--- src/rtl/pms_pkg.sv ---
`timescale 1ns/1ps
package pms_pkg;
   localparam int FRAME_W = 16;
   localparam int DATA_W  = 8;
   localparam int CMD_W   = FRAME_W - DATA_W;

   typedef enum logic [1:0] {
      MODE_RX   = 2'b00,
      MODE_TX   = 2'b01,
      MODE_LOOP = 2'b10,
      MODE_RSVD = 2'b11
   } mode_e;

   typedef enum logic [2:0] {
      STEP_END,
      STEP_PIN_LO,
      STEP_PIN_HI,
      STEP_WR_SLEEP,
      STEP_WR_TUNE,
      STEP_RD_STAT,
      STEP_RD_LEN
   } step_e;

   localparam logic [6:0] ADDR_CTRL = 7'h00;
   localparam logic [6:0] ADDR_TUNE = 7'h02;
   localparam logic [6:0] ADDR_LEN  = 7'h03;

   localparam logic [7:0] TUNE_NOMINAL = 8'h30;
   localparam logic [7:0] SLEEP_AUTO   = 8'h08;
   localparam logic [7:0] SLEEP_NEVER  = 8'h00;
   localparam logic [7:0] SLEEP_FORCE  = 8'h10;

   function automatic logic [FRAME_W-1:0] wr_word(input logic [6:0] a, input logic [7:0] d);
      return {1'b0, a, d};
   endfunction

   function automatic logic [FRAME_W-1:0] rd_word(input logic [6:0] a);
      return {1'b1, a, 8'h00};
   endfunction
endpackage

--- src/rtl/pms_spi_master.sv ---
`timescale 1ns/1ps
module pms_spi_master
   import pms_pkg::*;
#(
   parameter int HALF_CYC = 2,
   parameter int GAP_CYC  = 2
) (
   input  logic               clk,
   input  logic               rst_n,
   input  logic               go_i,
   input  logic [FRAME_W-1:0] word_i,
   input  logic               read_i,
   input  logic               miso_i,
   output logic               ss_n_o,
   output logic               sck_o,
   output logic               mosi_o,
   output logic               mosi_oe_o,
   output logic               done_o,
   output logic [DATA_W-1:0]  rdata_o
);
   localparam int MAXC = (HALF_CYC > GAP_CYC) ? HALF_CYC : GAP_CYC;
   localparam int CW   = $clog2(MAXC + 1);
   localparam int BW   = $clog2(FRAME_W);
   localparam logic [CW-1:0] HALF_END = CW'(HALF_CYC - 1);
   localparam logic [CW-1:0] GAP_END  = CW'(GAP_CYC - 1);
   localparam logic [BW-1:0] LAST_BIT = BW'(FRAME_W - 1);
   localparam logic [BW-1:0] CMD_LAST = BW'(CMD_W - 1);

   typedef enum logic [2:0] {S_IDLE, S_LEAD, S_HIGH, S_LOW, S_GAP} sp_t;

   sp_t                st;
   logic [CW-1:0]      cnt;
   logic [BW-1:0]      bitn;
   logic [FRAME_W-1:0] shreg;
   logic               rd;

   assign mosi_o = shreg[FRAME_W-1] & mosi_oe_o;

   always_ff @(posedge clk or negedge rst_n) begin
      if (!rst_n) begin
         st        <= S_IDLE;
         cnt       <= '0;
         bitn      <= '0;
         shreg     <= '0;
         rd        <= 1'b0;
         ss_n_o    <= 1'b1;
         sck_o     <= 1'b0;
         mosi_oe_o <= 1'b0;
         done_o    <= 1'b0;
         rdata_o   <= '0;
      end else begin
         done_o <= 1'b0;
         case (st)
            S_IDLE: begin
               if (go_i) begin
                  shreg     <= word_i;
                  rd        <= read_i;
                  ss_n_o    <= 1'b0;
                  mosi_oe_o <= 1'b1;
                  cnt       <= '0;
                  bitn      <= '0;
                  st        <= S_LEAD;
               end
            end
            S_LEAD: begin
               if (cnt == HALF_END) begin
                  cnt   <= '0;
                  sck_o <= 1'b1;
                  st    <= S_HIGH;
               end else begin
                  cnt <= cnt + 1'b1;
               end
            end
            S_HIGH: begin
               if (cnt == HALF_END) begin
                  cnt   <= '0;
                  sck_o <= 1'b0;
                  shreg <= {shreg[FRAME_W-2:0], 1'b0};
                  if (rd && bitn == CMD_LAST) mosi_oe_o <= 1'b0;
                  st    <= S_LOW;
               end else begin
                  cnt <= cnt + 1'b1;
               end
            end
            S_LOW: begin
               if (cnt == HALF_END) begin
                  cnt <= '0;
                  if (bitn == LAST_BIT) begin
                     ss_n_o    <= 1'b1;
                     mosi_oe_o <= 1'b0;
                     st        <= S_GAP;
                  end else begin
                     bitn  <= bitn + 1'b1;
                     sck_o <= 1'b1;
                     if (rd && bitn >= CMD_LAST)
                        rdata_o <= {rdata_o[DATA_W-2:0], miso_i};
                     st    <= S_HIGH;
                  end
               end else begin
                  cnt <= cnt + 1'b1;
               end
            end
            S_GAP: begin
               if (cnt == GAP_END) begin
                  cnt    <= '0;
                  done_o <= 1'b1;
                  st     <= S_IDLE;
               end else begin
                  cnt <= cnt + 1'b1;
               end
            end
            default: st <= S_IDLE;
         endcase
      end
   end
endmodule

--- src/rtl/pms_sequencer.sv ---
`timescale 1ns/1ps
module pms_sequencer
   import pms_pkg::*;
#(
   parameter bit POLL_EN = 1'b1
) (
   input  logic               clk,
   input  logic               rst_n,
   input  logic               start_i,
   input  logic [1:0]         mode_i,
   input  logic               never_sleep_i,
   input  logic               poll_i,
   input  logic               spi_done_i,
   output logic               spi_go_o,
   output logic [FRAME_W-1:0] spi_word_o,
   output logic               spi_read_o,
   output logic               tx_en_o,
   output logic               spi_en_o,
   output logic               busy_o,
   output logic               done_o,
   output logic               stat_we_o,
   output logic               len_we_o
);
   localparam int NSTEP = 4;

   typedef enum logic [1:0] {Q_IDLE, Q_RUN, Q_WAIT} q_t;

   q_t         q;
   step_e      prog [NSTEP];
   step_e      np   [NSTEP];
   logic [1:0] idx;
   logic [7:0] sleep_q, sleep_req, eq_code;
   logic       eq_ready, is_poll, is_tx;
   logic       accept_mode, accept_poll, shortcut;
   mode_e      mode_in;

   assign mode_in     = mode_e'(mode_i);
   assign accept_mode = (q == Q_IDLE) && start_i && (mode_in != MODE_RSVD);
   assign accept_poll = POLL_EN && (q == Q_IDLE) && !start_i && poll_i;
   assign sleep_req   = (mode_in == MODE_TX) ? SLEEP_FORCE :
                        (never_sleep_i ? SLEEP_NEVER : SLEEP_AUTO);
   assign shortcut    = eq_ready && (eq_code == sleep_req);
   assign busy_o      = (q != Q_IDLE);

   always_comb begin
      np = '{STEP_END, STEP_END, STEP_END, STEP_END};
      if (accept_poll) begin
         np = '{STEP_RD_STAT, STEP_RD_LEN, STEP_END, STEP_END};
      end else begin
         case (mode_in)
            MODE_RX:
               if (shortcut) np[0] = STEP_PIN_LO;
               else np = '{STEP_PIN_LO, STEP_WR_SLEEP, STEP_WR_TUNE, STEP_END};
            MODE_LOOP:
               if (shortcut) np[0] = STEP_PIN_HI;
               else np = '{STEP_WR_SLEEP, STEP_WR_TUNE, STEP_PIN_HI, STEP_END};
            MODE_TX:
               np = '{STEP_WR_SLEEP, STEP_PIN_HI, STEP_END, STEP_END};
            default: ;
         endcase
      end
   end

   always_ff @(posedge clk or negedge rst_n) begin
      if (!rst_n) begin
         q          <= Q_IDLE;
         prog       <= '{STEP_END, STEP_END, STEP_END, STEP_END};
         idx        <= '0;
         sleep_q    <= '0;
         eq_code    <= '0;
         eq_ready   <= 1'b0;
         is_poll    <= 1'b0;
         is_tx      <= 1'b0;
         spi_go_o   <= 1'b0;
         spi_word_o <= '0;
         spi_read_o <= 1'b0;
         tx_en_o    <= 1'b0;
         spi_en_o   <= 1'b0;
         done_o     <= 1'b0;
         stat_we_o  <= 1'b0;
         len_we_o   <= 1'b0;
      end else begin
         spi_go_o  <= 1'b0;
         done_o    <= 1'b0;
         stat_we_o <= 1'b0;
         len_we_o  <= 1'b0;
         case (q)
            Q_IDLE: begin
               if (accept_mode || accept_poll) begin
                  prog     <= np;
                  idx      <= '0;
                  sleep_q  <= sleep_req;
                  is_poll  <= accept_poll;
                  is_tx    <= (mode_in == MODE_TX);
                  spi_en_o <= 1'b1;
                  q        <= Q_RUN;
               end
            end
            Q_RUN: begin
               case (prog[idx])
                  STEP_END: begin
                     done_o <= 1'b1;
                     q      <= Q_IDLE;
                     if (!is_poll) begin
                        eq_ready <= !is_tx;
                        eq_code  <= sleep_q;
                     end
                  end
                  STEP_PIN_LO: begin
                     tx_en_o <= 1'b0;
                     idx     <= idx + 1'b1;
                  end
                  STEP_PIN_HI: begin
                     tx_en_o <= 1'b1;
                     idx     <= idx + 1'b1;
                  end
                  default: begin
                     spi_go_o <= 1'b1;
                     q        <= Q_WAIT;
                     case (prog[idx])
                        STEP_WR_SLEEP: begin
                           spi_word_o <= wr_word(ADDR_CTRL, sleep_q);
                           spi_read_o <= 1'b0;
                        end
                        STEP_WR_TUNE: begin
                           spi_word_o <= wr_word(ADDR_TUNE, TUNE_NOMINAL);
                           spi_read_o <= 1'b0;
                        end
                        STEP_RD_STAT: begin
                           spi_word_o <= rd_word(ADDR_CTRL);
                           spi_read_o <= 1'b1;
                        end
                        default: begin
                           spi_word_o <= rd_word(ADDR_LEN);
                           spi_read_o <= 1'b1;
                        end
                     endcase
                  end
               endcase
            end
            Q_WAIT: begin
               if (spi_done_i) begin
                  stat_we_o <= (prog[idx] == STEP_RD_STAT);
                  len_we_o  <= (prog[idx] == STEP_RD_LEN);
                  idx       <= idx + 1'b1;
                  q         <= Q_RUN;
               end
            end
            default: q <= Q_IDLE;
         endcase
      end
   end
endmodule

--- src/rtl/port_mode_seq.sv ---
`timescale 1ns/1ps
module port_mode_seq
   import pms_pkg::*;
#(
   parameter int CLK_HZ      = 50_000_000,
   parameter int SCK_HALF    = 2,
   parameter int SS_GAP      = 2,
   parameter bit POLL_EN     = 1'b1,
   parameter int CARRIER_BIT = 0,
   parameter int LEN_BITS    = 5
) (
   input  logic                clk,
   input  logic                rst_n,
   input  logic                start_i,
   input  logic [1:0]          mode_i,
   input  logic                never_sleep_i,
   input  logic                poll_i,
   input  logic                miso_i,
   output logic                busy_o,
   output logic                done_o,
   output logic                tx_en_o,
   output logic                spi_en_o,
   output logic                ss_n_o,
   output logic                sck_o,
   output logic                mosi_o,
   output logic                mosi_oe_o,
   output logic                carrier_o,
   output logic [LEN_BITS-1:0] cable_len_o
);
   localparam longint SCK_MAX_HZ  = 20_000_000;
   localparam longint GAP_MIN_NS  = 10;
   localparam longint SCK_HZ      = longint'(CLK_HZ) / (2 * longint'(SCK_HALF));

   if (SCK_HALF < 1) begin : g_chk_half
      $error("SCK_HALF must be at least 1");
   end
   if (SCK_HZ > SCK_MAX_HZ) begin : g_chk_rate
      $error("SCK rate above 20 MHz");
   end
   if (longint'(SS_GAP) * 64'd1_000_000_000 < GAP_MIN_NS * longint'(CLK_HZ)) begin : g_chk_gap
      $error("SS high time below 10 ns");
   end
   if (LEN_BITS > DATA_W || CARRIER_BIT >= DATA_W) begin : g_chk_fields
      $error("status field outside the data byte");
   end

   logic               spi_go, spi_read, spi_done, stat_we, len_we;
   logic [FRAME_W-1:0] spi_word;
   logic [DATA_W-1:0]  spi_rdata;

   pms_sequencer #(.POLL_EN(POLL_EN)) u_seq (
      .clk           (clk),
      .rst_n         (rst_n),
      .start_i       (start_i),
      .mode_i        (mode_i),
      .never_sleep_i (never_sleep_i),
      .poll_i        (poll_i),
      .spi_done_i    (spi_done),
      .spi_go_o      (spi_go),
      .spi_word_o    (spi_word),
      .spi_read_o    (spi_read),
      .tx_en_o       (tx_en_o),
      .spi_en_o      (spi_en_o),
      .busy_o        (busy_o),
      .done_o        (done_o),
      .stat_we_o     (stat_we),
      .len_we_o      (len_we)
   );

   pms_spi_master #(.HALF_CYC(SCK_HALF), .GAP_CYC(SS_GAP)) u_spi (
      .clk       (clk),
      .rst_n     (rst_n),
      .go_i      (spi_go),
      .word_i    (spi_word),
      .read_i    (spi_read),
      .miso_i    (miso_i),
      .ss_n_o    (ss_n_o),
      .sck_o     (sck_o),
      .mosi_o    (mosi_o),
      .mosi_oe_o (mosi_oe_o),
      .done_o    (spi_done),
      .rdata_o   (spi_rdata)
   );

   if (POLL_EN) begin : g_poll
      always_ff @(posedge clk or negedge rst_n) begin
         if (!rst_n) begin
            carrier_o   <= 1'b0;
            cable_len_o <= '0;
         end else begin
            if (stat_we) carrier_o   <= spi_rdata[CARRIER_BIT];
            if (len_we)  cable_len_o <= spi_rdata[LEN_BITS-1:0];
         end
      end
   end else begin : g_nopoll
      logic unused_poll;
      assign unused_poll = ^{stat_we, len_we, spi_rdata};
      assign carrier_o   = 1'b0;
      assign cable_len_o = '0;
   end
endmodule

--- config.mk ---
export PLATFORM = sky130hd
export DESIGN_NAME = port_mode_seq
export DESIGN_NICKNAME = d
export VERILOG_FILES = /design/src/rtl/pms_pkg.sv /design/src/rtl/pms_spi_master.sv /design/src/rtl/pms_sequencer.sv /design/src/rtl/port_mode_seq.sv
export SDC_FILE = /design/constraint.sdc
export NUM_CORES = 1
export LEC_CHECK = 0
export BUFFER_PORTS_ARGS = -buffer_cell sky130_fd_sc_hd__buf_4
export CAP_MARGIN = 20
export CORE_MARGIN = 2
export CORE_UTILIZATION = 41
export DETAILED_ROUTE_END_ITERATION = 8
export MAX_ROUTING_LAYER = met4
export SETUP_SLACK_MARGIN = 0.4
export SLEW_MARGIN = 20
export SYNTH_ARGS = -nofsm -noshare
export SYNTH_HDL_FRONTEND = slang
export SYNTH_HIERARCHICAL = 1
export SYNTH_SLANG_ARGS = --single-unit
--- constraint.sdc ---
create_clock -name clk -period 2.9 [get_ports clk]
set_clock_uncertainty 0.1 [all_clocks]
set_input_delay 0.29 -clock clk [delete_from_list [all_inputs] [get_ports clk]]
set_output_delay 0.29 -clock clk [all_outputs]
set_load 0.03 [all_outputs]
# Word-level counts from Yosys, hierarchy flattened
# Index checks and enable logic that the tools add are counted.
dict set report totals {
  regBits 99
  output_inout_bits 14
  word_cells 176
}
dict set report op_classes {
  add_sub_neg 3
  magnitude_cmp 2
  n_eq_ne 31
  n_mux 63
  n_bitwise 5
  reduce_logical 41
}
# cell n
set ops {}
lappend ops {{16-bit case mux with 3 select lines} 1}
lappend ops {{12-bit case mux with 3 select lines} 1}
lappend ops {{16-bit two-way mux} 2}
lappend ops {{16-bit case mux with 2 select lines} 1}
lappend ops {{1-bit two-way mux} 24}
lappend ops {{3-bit two-way mux} 8}
lappend ops {{4-bit two-way mux} 4}
lappend ops {{8-bit two-way mux} 2}
lappend ops {{4-bit AND reduction} 4}
lappend ops {{3-bit case mux with 5 select lines} 1}
lappend ops {{2-bit two-way mux} 7}
lappend ops {{2-bit by 1-bit inequality test with 1-bit output (second input constant)} 7}
lappend ops {{3-bit by 2-bit == test with 1-bit output (second input constant)} 4}
lappend ops {{3-bit == test (second input constant)} 4}
lappend ops {{12-bit two-way mux} 1}
lappend ops {{2-bit inequality test (second input constant)} 6}
lappend ops {{2-bit case mux with 3 select lines} 2}
lappend ops {{2-bit AND reduction} 5}
lappend ops {{5-bit AND reduction} 2}
lappend ops {{2-bit nonzero test} 5}
lappend ops {{9-bit two-way mux} 1}
lappend ops {{3-bit AND reduction} 3}
lappend ops {{3-bit nonzero test} 3}
lappend ops {{8-bit == test} 1}
lappend ops {{26 further kinds} 46}

# Longest topological paths before layout
# Gate-level depths: netlist (run 1).
dict set report depth {
  ltp_word 8
  depth_mapped 7
}

# Hierarchy
# The synthesis (run 1) kept the hierarchy.
# module instances cells_each area_per_inst_um2 seq_area_each_um2
set by_module_without_submodules {}
lappend by_module_without_submodules {pms_spi_master 1 149 1959.4 952.2}
lappend by_module_without_submodules {pms_sequencer 1 155 1612.8 725.7}
lappend by_module_without_submodules {port_mode_seq 1 12 217.7 150.1}

# Worst setup path before layout (run 1)
# OpenSTA, ideal clock, no wires.
dict set report synth_path {
  kind {reg-to-reg}
  start {register u_seq.q[0]}
  end {register u_seq.q[1]}
  setup_ns 0.079
  t_arrival_ns 1.607
  slack_ns 1.114
  stages_incl_launch_ff 7
  synth_period_minus_slack_ns 1.786
  cell_sequence {dfrtp_1 > inv_1 > ha_1 > inv_1 > a2bb2oi_1 > nor2b_2 > mux2i_1}
}
dict set report synth_between {
  elab_chain_cells 6
}
# item line_no
set synth_rtl {}
lappend synth_rtl {{start: declaration} pms_sequencer.sv:28} ;# q_t q;
lappend synth_rtl {{start signal: assignment} pms_sequencer.sv:66} ;# q <= Q_IDLE;
lappend synth_rtl {{start signal: assignment} pms_sequencer.sv:96} ;# q <= Q_RUN;
lappend synth_rtl {{start signal: assignment} pms_sequencer.sv:103} ;# q <= Q_IDLE;
lappend synth_rtl {{2-bit zero test} {pms_sequencer.sv:38, pms_sequencer.sv:39, pms_sequencer.sv:87}}
lappend synth_rtl {{1-bit logical AND, on equally long branches (2 in series)} {pms_sequencer.sv:38, pms_sequencer.sv:39}}
lappend synth_rtl {{1-bit logical OR} pms_sequencer.sv:89} ;# if (accept_mode || accept_poll) begin
lappend synth_rtl {{2-bit inequality test (no source line)} --}
lappend synth_rtl {{3-bit AND reduction (no source line)} --}
# Parallel ways exist; a longest one is shown, timed or not.
# A chain may end at the register's enable or synchronous reset.

# Final worst setup path (run 1)
dict set report layout_path {
  start {register u_spi.st[1]}
  end {register u_spi.shreg[5]}
}
dict set report layout_between {
  elab_chain_cells 3
}
# item line_no
set layout_rtl {}
lappend layout_rtl {{start: declaration} pms_spi_master.sv:31} ;# sp_t st;
lappend layout_rtl {{start signal: assignment} pms_spi_master.sv:41} ;# st <= S_IDLE;
lappend layout_rtl {{start signal: assignment} pms_spi_master.sv:62} ;# st <= S_LEAD;
lappend layout_rtl {{start signal: assignment} pms_spi_master.sv:69} ;# st <= S_HIGH;
lappend layout_rtl {{3-bit by 2-bit == test with 1-bit output / 3-bit zero test (equally long branches)} pms_spi_master.sv:53} ;# case (st)
lappend layout_rtl {{2-bit by 1-bit inequality test with 1-bit output (no source line) (tied with other cells)} --}
lappend layout_rtl {{3-bit AND reduction (no source line)} --}
lappend layout_rtl {{end signal: assignment} pms_spi_master.sv:56} ;# shreg <= word_i;
lappend layout_rtl {{end signal: assignment} pms_spi_master.sv:78} ;# shreg <= {shreg[FRAME_W-2:0], 1'b0};
lappend layout_rtl {{end: declaration} pms_spi_master.sv:34} ;# logic [FRAME_W-1:0] shreg;
# Parallel ways exist; a longest one is shown, timed or not.

==> summary by stage, run 1 <==
Finish
Counting the fill cells in the layout gives 792. The filler-free cell count of the finished design is 448. The number of nets in the layout is 353. The number of antenna repair diodes is 0.

Relative to the synthesized area, the layout overhead comes to 10.23%. The share of final-layout standard cells stronger than drive strength 1 is 30.29%.

Power
The total power is 0.004415 W. The highest ir drop seen on vdd is 551.6 µV. Power spread over the standard cell area amounts to 1088 mW/mm². For this design the static power due to leakage is 1.848 nW.

Timing
After routing, the total negative slack on setup checks comes to 0 ns. The count of endpoints failing setup in the final report is 0. The count of pins over their slew limit is 0. The post-route minimum period is 2.185 ns. At the pin with the least slew margin, the transition time is 0.8782 ns.

In this run the tightest slew margin relative to its limit is 41.45%. The hold violation count in the final report is 44. The part of the cycle the worst path needs is 75.35%.

Setup repair after global routing left no endpoint under its margin. The peak clock frequency supported by timing is 457.6 MHz. The worst slack on hold paths is -0.02910 ns.

Global route
The global-route met2 utilization is 22.25%. The most congested layer reported by global routing is met2. The via count of the first global-routing pass was 2,296.

The met3 routing resource usage after global routing is 3.475%. Global routing consumed, over all layers together, 14.79% of the routing resources. The number of antenna violations at the first check in global routing came to 0. The first global-routing pass estimated 11.31 mm of wire. The pin count of the biggest net entering global routing is 71. After global routing the overflow that remains totals 0. The met1 layer usage reported by global route is 19.94%.

Clock tree
The H-tree was split into 3 levels. The clock latency on the worst-skew pair is 0.34 ns. The cell at the root of the clock tree is clkbuf_8. The hold-fix buffer count after cts is 0. The post-CTS setup buffer count is 0. TritonCTS built the clock tree. The clock tree buffer depth is 2. The number of gates resized after CTS is 0.

Clock-pin slew was measured on the worst setup and hold paths at 0.07 ns. The count of clock tree sinks is 70. The number of buffers added by the clock tree synthesis step is 9.

Worst setup path
The critical path goes through nor3b_4 -> buf_4 -> mux2_2 -> mux2_4. STA classifies the critical path endpoint as a flop. The slowest cell on the critical path is dfrtp_1. Counting cells, the worst reg-to-reg path comes to 4. The worst setup path is of the reg2reg kind.

The top cell family by delay on the critical path is multiplexers. The startpoint class of the critical path is a flop. The highest fanout seen on the critical path is 13. Counting both buffers and inverters, the worst setup path holds a total of 1. The critical path depth is 4. STA puts the critical path data arrival time at 2.30 ns. On the worst path, the slowest cell contributes a delay of 0.58 ns. The critical path required time is 3.02 ns.

Job
Across the run, the number of max-cap violations was 0.

Floorplanning
The count of boundary I/O pins is 22. Measured along the x axis, the die boundary spans 98.75 µm. In this run the core area contains 34 standard-cell rows. The overall die area is 0.009752 mm². The die is 98.75 µm tall. For this configuration, the core starts out at a cell density of 42.21%. The floorplan step defined a core boundary enclosing 0.008721 mm².

Synth
The count of yosys warnings during synthesis is 6. The synthesized netlist occupies a cell area of 0.003681 mm². In the synthesized netlist, the number of instances is 310. Averaged over all synthesized cells, the footprint is 11.87 µm².

Placed design
At the end of routability-driven placement, the weighted congestion stood at 0.8553. The count of input and output buffers is 21. Once placement completed, the tool counted placed cells totaling 433. The wire-length estimate of the detail-placed layout is 4.442 mm.

Routing
The first-pass detailed-route iteration total is 4. The number of antenna-violating nets in the routed design is 0. The initial DRC count is 92. The average via count per standard cell is 5.239. Wires add up to 6.499 mm.

The average detailed-routed wire length per instance is 14.51 µm. The remaining design rule violation count is 0. The via count is 2,347.

Run status
The checks that failed: hold timing. The run finished, with violations left.

Min path
The worst hold path belongs to the class in2async.
==> state kept, by name, indices dropped and copies added, names as in the netlist, 2 cells and up <==
signal            count
cable_len_o           5
u_seq/eq_code         2
u_seq/idx             2
u_seq/prog            7
u_seq/q               2
u_seq/spi_word_o      6
u_spi/bitn            4
u_spi/cnt             2
u_spi/rdata_o         5
u_spi/shreg          16
u_spi/st              3
==> final timing paths <==
check	from	slack [ns]	endpoint
max	u_spi/st[1]$_DFFE_PN0P_	0.71	u_spi/shreg[5]$_DFFE_PN0P_
min	rst_n	-0.03	u_spi/bitn[1]$_DFFE_PN0P_
max reg2reg	u_spi/st[1]$_DFFE_PN0P_	0.71	u_spi/shreg[5]$_DFFE_PN0P_
min reg2reg	u_seq/spi_en_o$_DFFE_PN0P_	0.37	u_seq/spi_en_o$_DFFE_PN0P_
max in group asynchronous	rst_n	2.16	u_seq/eq_code[4]$_DFFE_PN0P_
min in group clk	never_sleep_i	0.04	u_seq/sleep_q[3]$_DFFE_PN0P_
==> cells in the final DEF (no fill, tap or decap), types with 3 or more instances in the layout <==
master      n
mux2_2     32
ha_1        9
nor2_1     12
mux2i_1     6
mux2_4     11
a21oi_1    11
a32o_1      3
nand3b_1    4
inv_1      15
nand3_1     5
clkbuf_1    3
buf_4      25
conb_1     10
dfrtp_1    69
nand2_1    25
nor3_1      3
a2bb2oi_1   3
o21ai_0    11
a22o_1      3
xnor2_1     3
a31oi_1     3
clkbuf_8   11
==> stage by stage <==
| stage | utilization, % | setup slack (ns) | cell area (µm²) | hold WS (ns) |
|---|---|---|---|---|
| global route | 46.53 | 0.6003 | 4058 | 0.03777 |
| detailed placement | 44.61 | 0.7233 | 3890 | 0.3536 |
| global placement | 44.61 | 0.8093 | 3890 | 0.3525 |
| floorplan | - | 1.114 | 3715 | -0.1056 |
| CTS | 46.53 | 0.6712 | 4058 | 0.01136 |
| finish | 46.53 | 0.7149 | 4058 | -0.02910 |
==> where the power goes <==
| group | switching, W | total [W] | internal (W) |
|---|---|---|---|
| Clock | 0.000338 | 0.000690 | 0.000353 |
| Sequential | 0.000354 | 0.00170 | 0.00134 |
| Combinational | 0.00100 | 0.00203 | 0.00103 |
==> layout make-up <==
cell class | instances | area (µm²) | share of cell area, %
Multi-Input combinational cell | 215 | 1758 | 43.32
Sequential cell | 70 | 1753 | 43.20
Timing Repair Buffer | 25 | 187.7 | 4.625
Clock buffer | 14 | 162.7 | 4.009
Tap cell | 108 | 135.1 | 3.330
Inverter | 15 | 56.30 | 1.388
Clock inverter | 1 | 5.005 | 0.1233
==> metal layers <==
metal  wire length (µm)  share of wire, %
met1               3195                49
met2               2993                46
met3                214               3.3
met4                 97               1.5
met5                  0                 0
(Power assumes the default switching activity.)
==> run 2, diff against run 1 <==
clock period = 1.8 ns   (was 2.9 ns; I/O delays follow)
==> summary by stage, run 2 (same netlist as run 1, synthesis figures left out) <==
Run status
The checks that failed: setup timing. The run finished, with violations left.

Finish
The number of antenna repair diodes is 0. The top cell types in the final layout, fill and taps aside, are dfrtp_1 (62), buf_4 (59), mux2_4 (26). The layout overhead on the synthesized area is 42.05%. The share of final-layout standard cells stronger than drive strength 1 is 56.72%.

The utilization after layout is 59.96%. In the final layout, the registers with the most flip-flops are u_spi/shreg x16, u_seq/prog x7, u_seq/spi_word_o x6. The register with the most flip-flops is u_spi/shreg. The register with the most flip-flops in the layout has 16 of them. The net count of the finished layout is 421.

The most frequent standard cell in the layout excluding fill and tap cells is dfrtp_1.

Worst setup path
The highest fanout seen on the critical path is 6. The critical path capture point is u_seq/spi_word_o[4]$_DFFE_PN0P_. The critical path required time is 1.95 ns. In this run the critical register-to-register path is launched from u_seq/idx[0]$_DFFE_PN0P_.

The arrival time reported for the critical path endpoint is 1.97 ns. The slowest cell on the critical path is dfrtp_2. The critical path contains buffers and inverters numbering 2 combined. The library cell appearing most often on the critical path is a22o_1. The worst setup path is captured at a flop. The longest individual stage delay on the worst path is 0.48 ns.

Counting cells, the worst reg-to-reg path comes to 7. In this run the worst setup path begins at u_seq/idx[0]$_DFFE_PN0P_. Broken down by cell family, the worst path's largest delay share belongs to compound AO/OA/AOI/OAI gates. The startpoint class of the critical path is a flop. The critical path crosses 7 cells after its start point.

The category of the critical setup timing path is reg2reg. The slack of the worst reg-to-reg path is -0.02 ns. In this run the critical register-to-register path is captured at u_seq/spi_word_o[4]$_DFFE_PN0P_.

The critical path goes through buf_6 -> nand3b_1 -> o21a_2 -> buf_4 -> and2_4 -> a22o_1 -> a22o_1.

Clock tree
The clock tree buffer depth is 2. The clock slew at the register clock pins of the worst setup and hold paths is 0.08 ns. CTS built an H-tree with a depth of 3.

The tree is rooted in a clkbuf_8. The CTS tree is yes. Clock tree synthesis found a total of 70 sinks. The number of buffers added by the clock tree synthesis step is 9. The clock latency on the worst-skew pair is 0.35 ns.

Min path
The worst min-delay path class is in2reg. The startpoint identified for the worst hold timing path is poll_i.

Global route
The number of antenna violations at the first check in global routing is 0. Across every metal layer, demand over resource in global routing totals 18.19%. The pin count of the biggest net entering global routing is 48. The wire length of the first global-routing pass is 13.77 mm.

The overall overflow remaining after global route is 0. The via count of the first global-routing pass is 2,772.

Floorplanning
The count of boundary I/O pins is 22. The die covers 0.009752 mm². The initial core utilization is 42.21%. From left edge to right edge, the die measures 98.75 µm. The initialized floorplan defines 34 standard-cell rows.

The floorplan step defined a core boundary enclosing 0.008721 mm². Measured along the y axis, the die boundary spans 98.75 µm.

Power
The leakage dissipation is 2.380 nW. The total power divided by cell area is 1906 mW/mm². The highest ir drop seen on vdd is 1042 µV. The total power is 0.009964 W.

Placed design
At the end of routability-driven placement, the weighted congestion stood at 0.8109. Port buffering added 21 buffers. The post-detailed-placement half-perimeter wirelength is 5.044 mm. The placement-stage worst setup slack is -0.1059 ns.

Timing
The final setup slack of the worst path is -0.01781 ns. The worst slack on hold paths is 0.01940 ns. Setup repair after global routing could not meet its margin everywhere. The part of the cycle the worst path needs is 101.0%. The measured slew at the worst slew-check pin is 0.5747 ns. For the finished layout, the period the worst path requires is 1.818 ns. Derived from the worst setup path, the maximum achievable clock frequency is 550.1 MHz.

The count of endpoints failing setup in the final report is 3. The sum of negative setup slack is -0.03042 ns. The relative slew slack is 61.69%. The hold violation count in the final report is 0. The count of pins over their slew limit is 0.

Routing
Dividing the detail-routed via count by the number of cells gives 5.236. In this run, the number of DRC markers left after iteration 0 of detailed routing was 98. After detailed routing, the average wire length per cell comes to 16.34 µm.

The number of antenna-violating nets in the routed design is 0. The total wirelength of the detailed-routed design is 8.448 mm. For this run, design rule violations remaining after detail routing come to 0. For this block, the via count after detailed routing is 2,707.

The first-pass detailed-route iteration total is 4.

Job
The tool flagged a number of max-cap violations equal to 0.
## run 2: changes by cell type in the layout (fill, tap and decap cells not counted), sizes merged
cell / delta
clkinv: +3
bufinv: +2
dlygate4sd3: +4
buf: +64
clkinvlp: +1
clkbuf: -5
## run 2: report_power, final
group	leakage, nW	internal (W)	switching, W	total (W)
logic	1.40	0.00326	0.00253	0.00578
clock network	0.109	0.000784	0.000652	0.00144
registers	0.868	0.00218	0.000569	0.00274
total	2.38	0.00622	0.00375	0.00996
## run 2: worst min-delay path by stage
| stage | endpoint | cells after the start |
|---|---|---|
| finish | u_seq/prog[11]$_DFFE_PN0P_ | 3 |
| global route | u_seq/prog[7]$_DFFE_PN0P_ | 3 |
| CTS | u_seq/prog[7]$_DFFE_PN0P_ | 3 |
| detailed placement | u_spi/cnt[0]$_DFFE_PN0P_ | 1 |
| global placement | u_spi/cnt[0]$_DFFE_PN0P_ | 1 |
| floorplan | cable_len_o[0]$_DFFE_PN0P_ | 0 |
## run 2: per-layer routing
layer | GRT usage [%] | vias to the layer above | share of wire (%)
met5 | - | - | 0
met1 | 23.13 | 1354 | 46
met4 | 7.376 | 0 | 2.0
met3 | 3.050 | 14 | 3.1
li1 | - | 1282 | -
met2 | 29.00 | 57 | 49
## run 2: worst register-to-register path, stage by stage (launching register included)
cell and delay, ns:
dfrtp_2 0.48, buf_6 0.15, nand3b_1 0.19, o21a_2 0.17, buf_4 0.15, and2_4 0.13, a22o_1 0.17, a22o_1 0.17
## run 2: area by class of cell
class	instances	area, µm²
flip-flops and latches	70	1762
fillers	656	3492
inverters	15	58.81
multi-input cells	215	2161
clock inverters	7	98.84
clock buffers	9	123.9
well taps	108	135.1
repair buffers	93	889.6
## run 2: per-stage QoR
stage | instance area, µm² | std cells
finish | 5229 | 517
global placement | 4224 | 460
floorplan | 3804 | 319
CTS | 4997 | 507
global route | 5229 | 517
detailed placement | 4224 | 460
## run 2: repair_timing
action                                 in CTS  in global routing
buffers inserted                           26                 10
setup endpoints to repair                  62                 59
gates resized for setup                    72                 37
pin swaps                                  24                 18
endpoints found under the hold margin      30                  0
cloned                                      1                  0
hold buffers                                4                  0
==> run 3, diff against run 2 <==
ABC_CLOCK_PERIOD_IN_PS = 1800   (was default)
CORE_MARGIN = 3   (was 2)
RECOVER_POWER = 100   (was default)
==> summary by stage, run 3 (same netlist as run 1, synthesis figures left out) <==
Clock tree
The number of H-tree levels is 3. The clock latency on the worst-skew pair is 0.34 ns. TritonCTS built the clock tree. Clock-pin slew was measured on the worst setup and hold paths at 0.07 ns. The count of clock tree sinks is 70.

The clock passes through at most 2 buffers. The tree is rooted in a clkbuf_8. In this run, CTS created clock tree buffers numbering 9.

Floorplanning
The count of boundary I/O pins is 22. The initial core utilization is 43.49%. The initialized floorplan defines 33 standard-cell rows. The horizontal extent of the die is 100.8 µm. The die covers 0.01015 mm². The floorplan step set the die height to 100.8 µm.

The core region area is 0.008464 mm².

Job
Across the run, the number of max-cap violations was 0.

Worst setup path
The depth of the worst register-to-register path is 7. The worst setup path is captured at a flop. The critical path required time is 1.93 ns. The highest fanout seen on the critical path is 6. The critical path is of the reg2reg type. The startpoint class of the critical path is a flop. Data arrives at the worst endpoint at 1.93 ns.

Routing
Dividing the detail-routed wire length by the instance count gives 16.43 µm. The remaining design rule violation count is 0. The via count is 2,699. The first routing iteration left 86 violations.

Summed over all layers, the routed wires come to 8.397 mm. The average via count per standard cell is 5.282. The number of antenna-violating nets in the routed design is 0. The first-pass detailed-route iteration total is 4.

Finish
The layout overhead on the synthesized area is 39.09%. The number of flip-flops in the largest register is 16. Leaving out fill and tap cells, the most frequent cell in the layout is dfrtp_1.

The largest registers in the layout are u_spi/shreg x16, u_seq/prog x7, u_seq/spi_word_o x6. The filler-free cell count of the finished design is 511. Leaving out fill and tap cells, the most frequent cells in the layout are dfrtp_1 (62), buf_4 (42), mux2_4 (37).

The number of antenna repair diodes is 0. More flip-flops sit in one register than any other, and that register is u_spi/shreg. In the final layout, the share of cells above drive strength 1 is 51.48%. For this run, the post-layout net count is 419.

Timing
Subtracting the final worst setup slack from the clock period gives 1.800 ns. Measured against its own limit, the worst slew margin works out to 59.16%. The peak clock frequency supported by timing is 555.6 MHz.

The worst path meets setup with 0.0002907 ns of slack. The count of pins over their slew limit came to 0. The measured slew at the worst slew-check pin is 0.6126 ns. After routing, the total negative slack on setup checks comes to 0 ns. The hold violation count in the final report is 0.

The count of endpoints failing setup in the final report is 0. The worst path uses 99.98% of the clock period. Setup repair after global routing could not meet its margin everywhere.

Hold is met by 0.05959 ns.

Global route
For this run the aggregate overflow at the end of global routing stands at 0. For this run, the total global-route usage over all layers was measured as 17.91%. The pin count of the biggest net entering global routing is 50. The wire length of the first global-routing pass is 13.98 mm. The via count of the first global-routing pass is 2,831. The number of antenna violations at the first check in global routing was 0.

Power
The total power divided by cell area is 1904 mW/mm². For this design the static power due to leakage is 2.340 nW. The highest ir drop seen on vdd is 943.6 µV. Power comes to 0.009749 W.

Min path
The worst min-delay path class is in2reg. The worst hold path passes through 3 cells.

Placed design
The count of buffers added on input and output ports is 21. At the end of routability-driven placement, the weighted congestion stood at 0.8073. The count of placed standard cells including taps is 457. The post-detailed-placement half-perimeter wirelength is 5.017 mm.

Before CTS, the worst setup slack after placement is -0.08644 ns.

Run status
The run finished with clean final reports.
## run 3: cell types whose count changed in the layout (fill, tap and decap cells not counted), moves of 3 or more
| cell | delta |
|---|---|
| mux2_2 | -9 |
| clkbuf_1 | +16 |
| buf_4 | -17 |
| mux2_4 | +11 |
| o21ai_0 | +3 |
## run 3: what timing repair did
action / in CTS / in global routing
endpoints found under the setup margin: 62 / 63
gates cloned: 2 / 0
hold buffers: 4 / 0
hold endpoints to repair: 73 / 0
pin swaps: 24 / 24
resized for setup: 60 / 68
setup buffers: 22 / 11
## run 3: power by group
part	internal, W	switching, W
Combinational	0.00329	0.00251
Sequential	0.00218	0.000565
Clock	0.000632	0.000576
## run 3: cell type report
type | instances | area [µm²]
clock buffers | 11 | 131.4
clock inverters | 4 | 48.80
fillers | 680 | 3344
inverters | 15 | 58.81
multi-input cells | 215 | 2163
flip-flops and latches | 70 | 1762
well taps | 105 | 131.4
repair buffers | 91 | 824.5
## run 3: worst paths after layout
path	startpoint	end	slack, ns
max	u_seq/idx[0]$_DFFE_PN0P_	u_seq/spi_word_o[4]$_DFFE_PN0P_	0.0003
min	poll_i	u_seq/prog[11]$_DFFE_PN0P_	0.06
max reg2reg	u_seq/idx[0]$_DFFE_PN0P_	u_seq/spi_word_o[4]$_DFFE_PN0P_	0.0003
min reg2reg	u_seq/spi_en_o$_DFFE_PN0P_	u_seq/spi_en_o$_DFFE_PN0P_	0.38
max in group asynchronous	rst_n	u_spi/ss_n_o$_DFFE_PN1P_	0.62
min in group asynchronous	rst_n	u_spi/sck_o$_DFFE_PN0P_	0.28
## run 3: stage by stage
step / utilization (%) / area [µm²]
after floorplan: - / 3804
final: 60.49 / 5120
after detailed placement: 49.86 / 4220
after global placement: 49.86 / 4220
after global routing: 60.49 / 5120
after CTS: 57.86 / 4897
## run 3: metal layers
layer / share of wire [%] / track usage, % / vias up
li1: - / - / 1284
met2: 51 / 28.35 / 44
met5: 0 / - / -
met3: 3.3 / 4.844 / 4
met1: 45 / 23.12 / 1367
met4: 0.58 / 3.938 / 0
## run 3: critical path, stage by stage, from the launching register on
cell and delay [ns]:
dfrtp_2 0.47, buf_6 0.15, nand3b_1 0.20, o21a_2 0.18, buf_6 0.13, and2_4 0.13, a22o_1 0.17, a22o_1 0.17
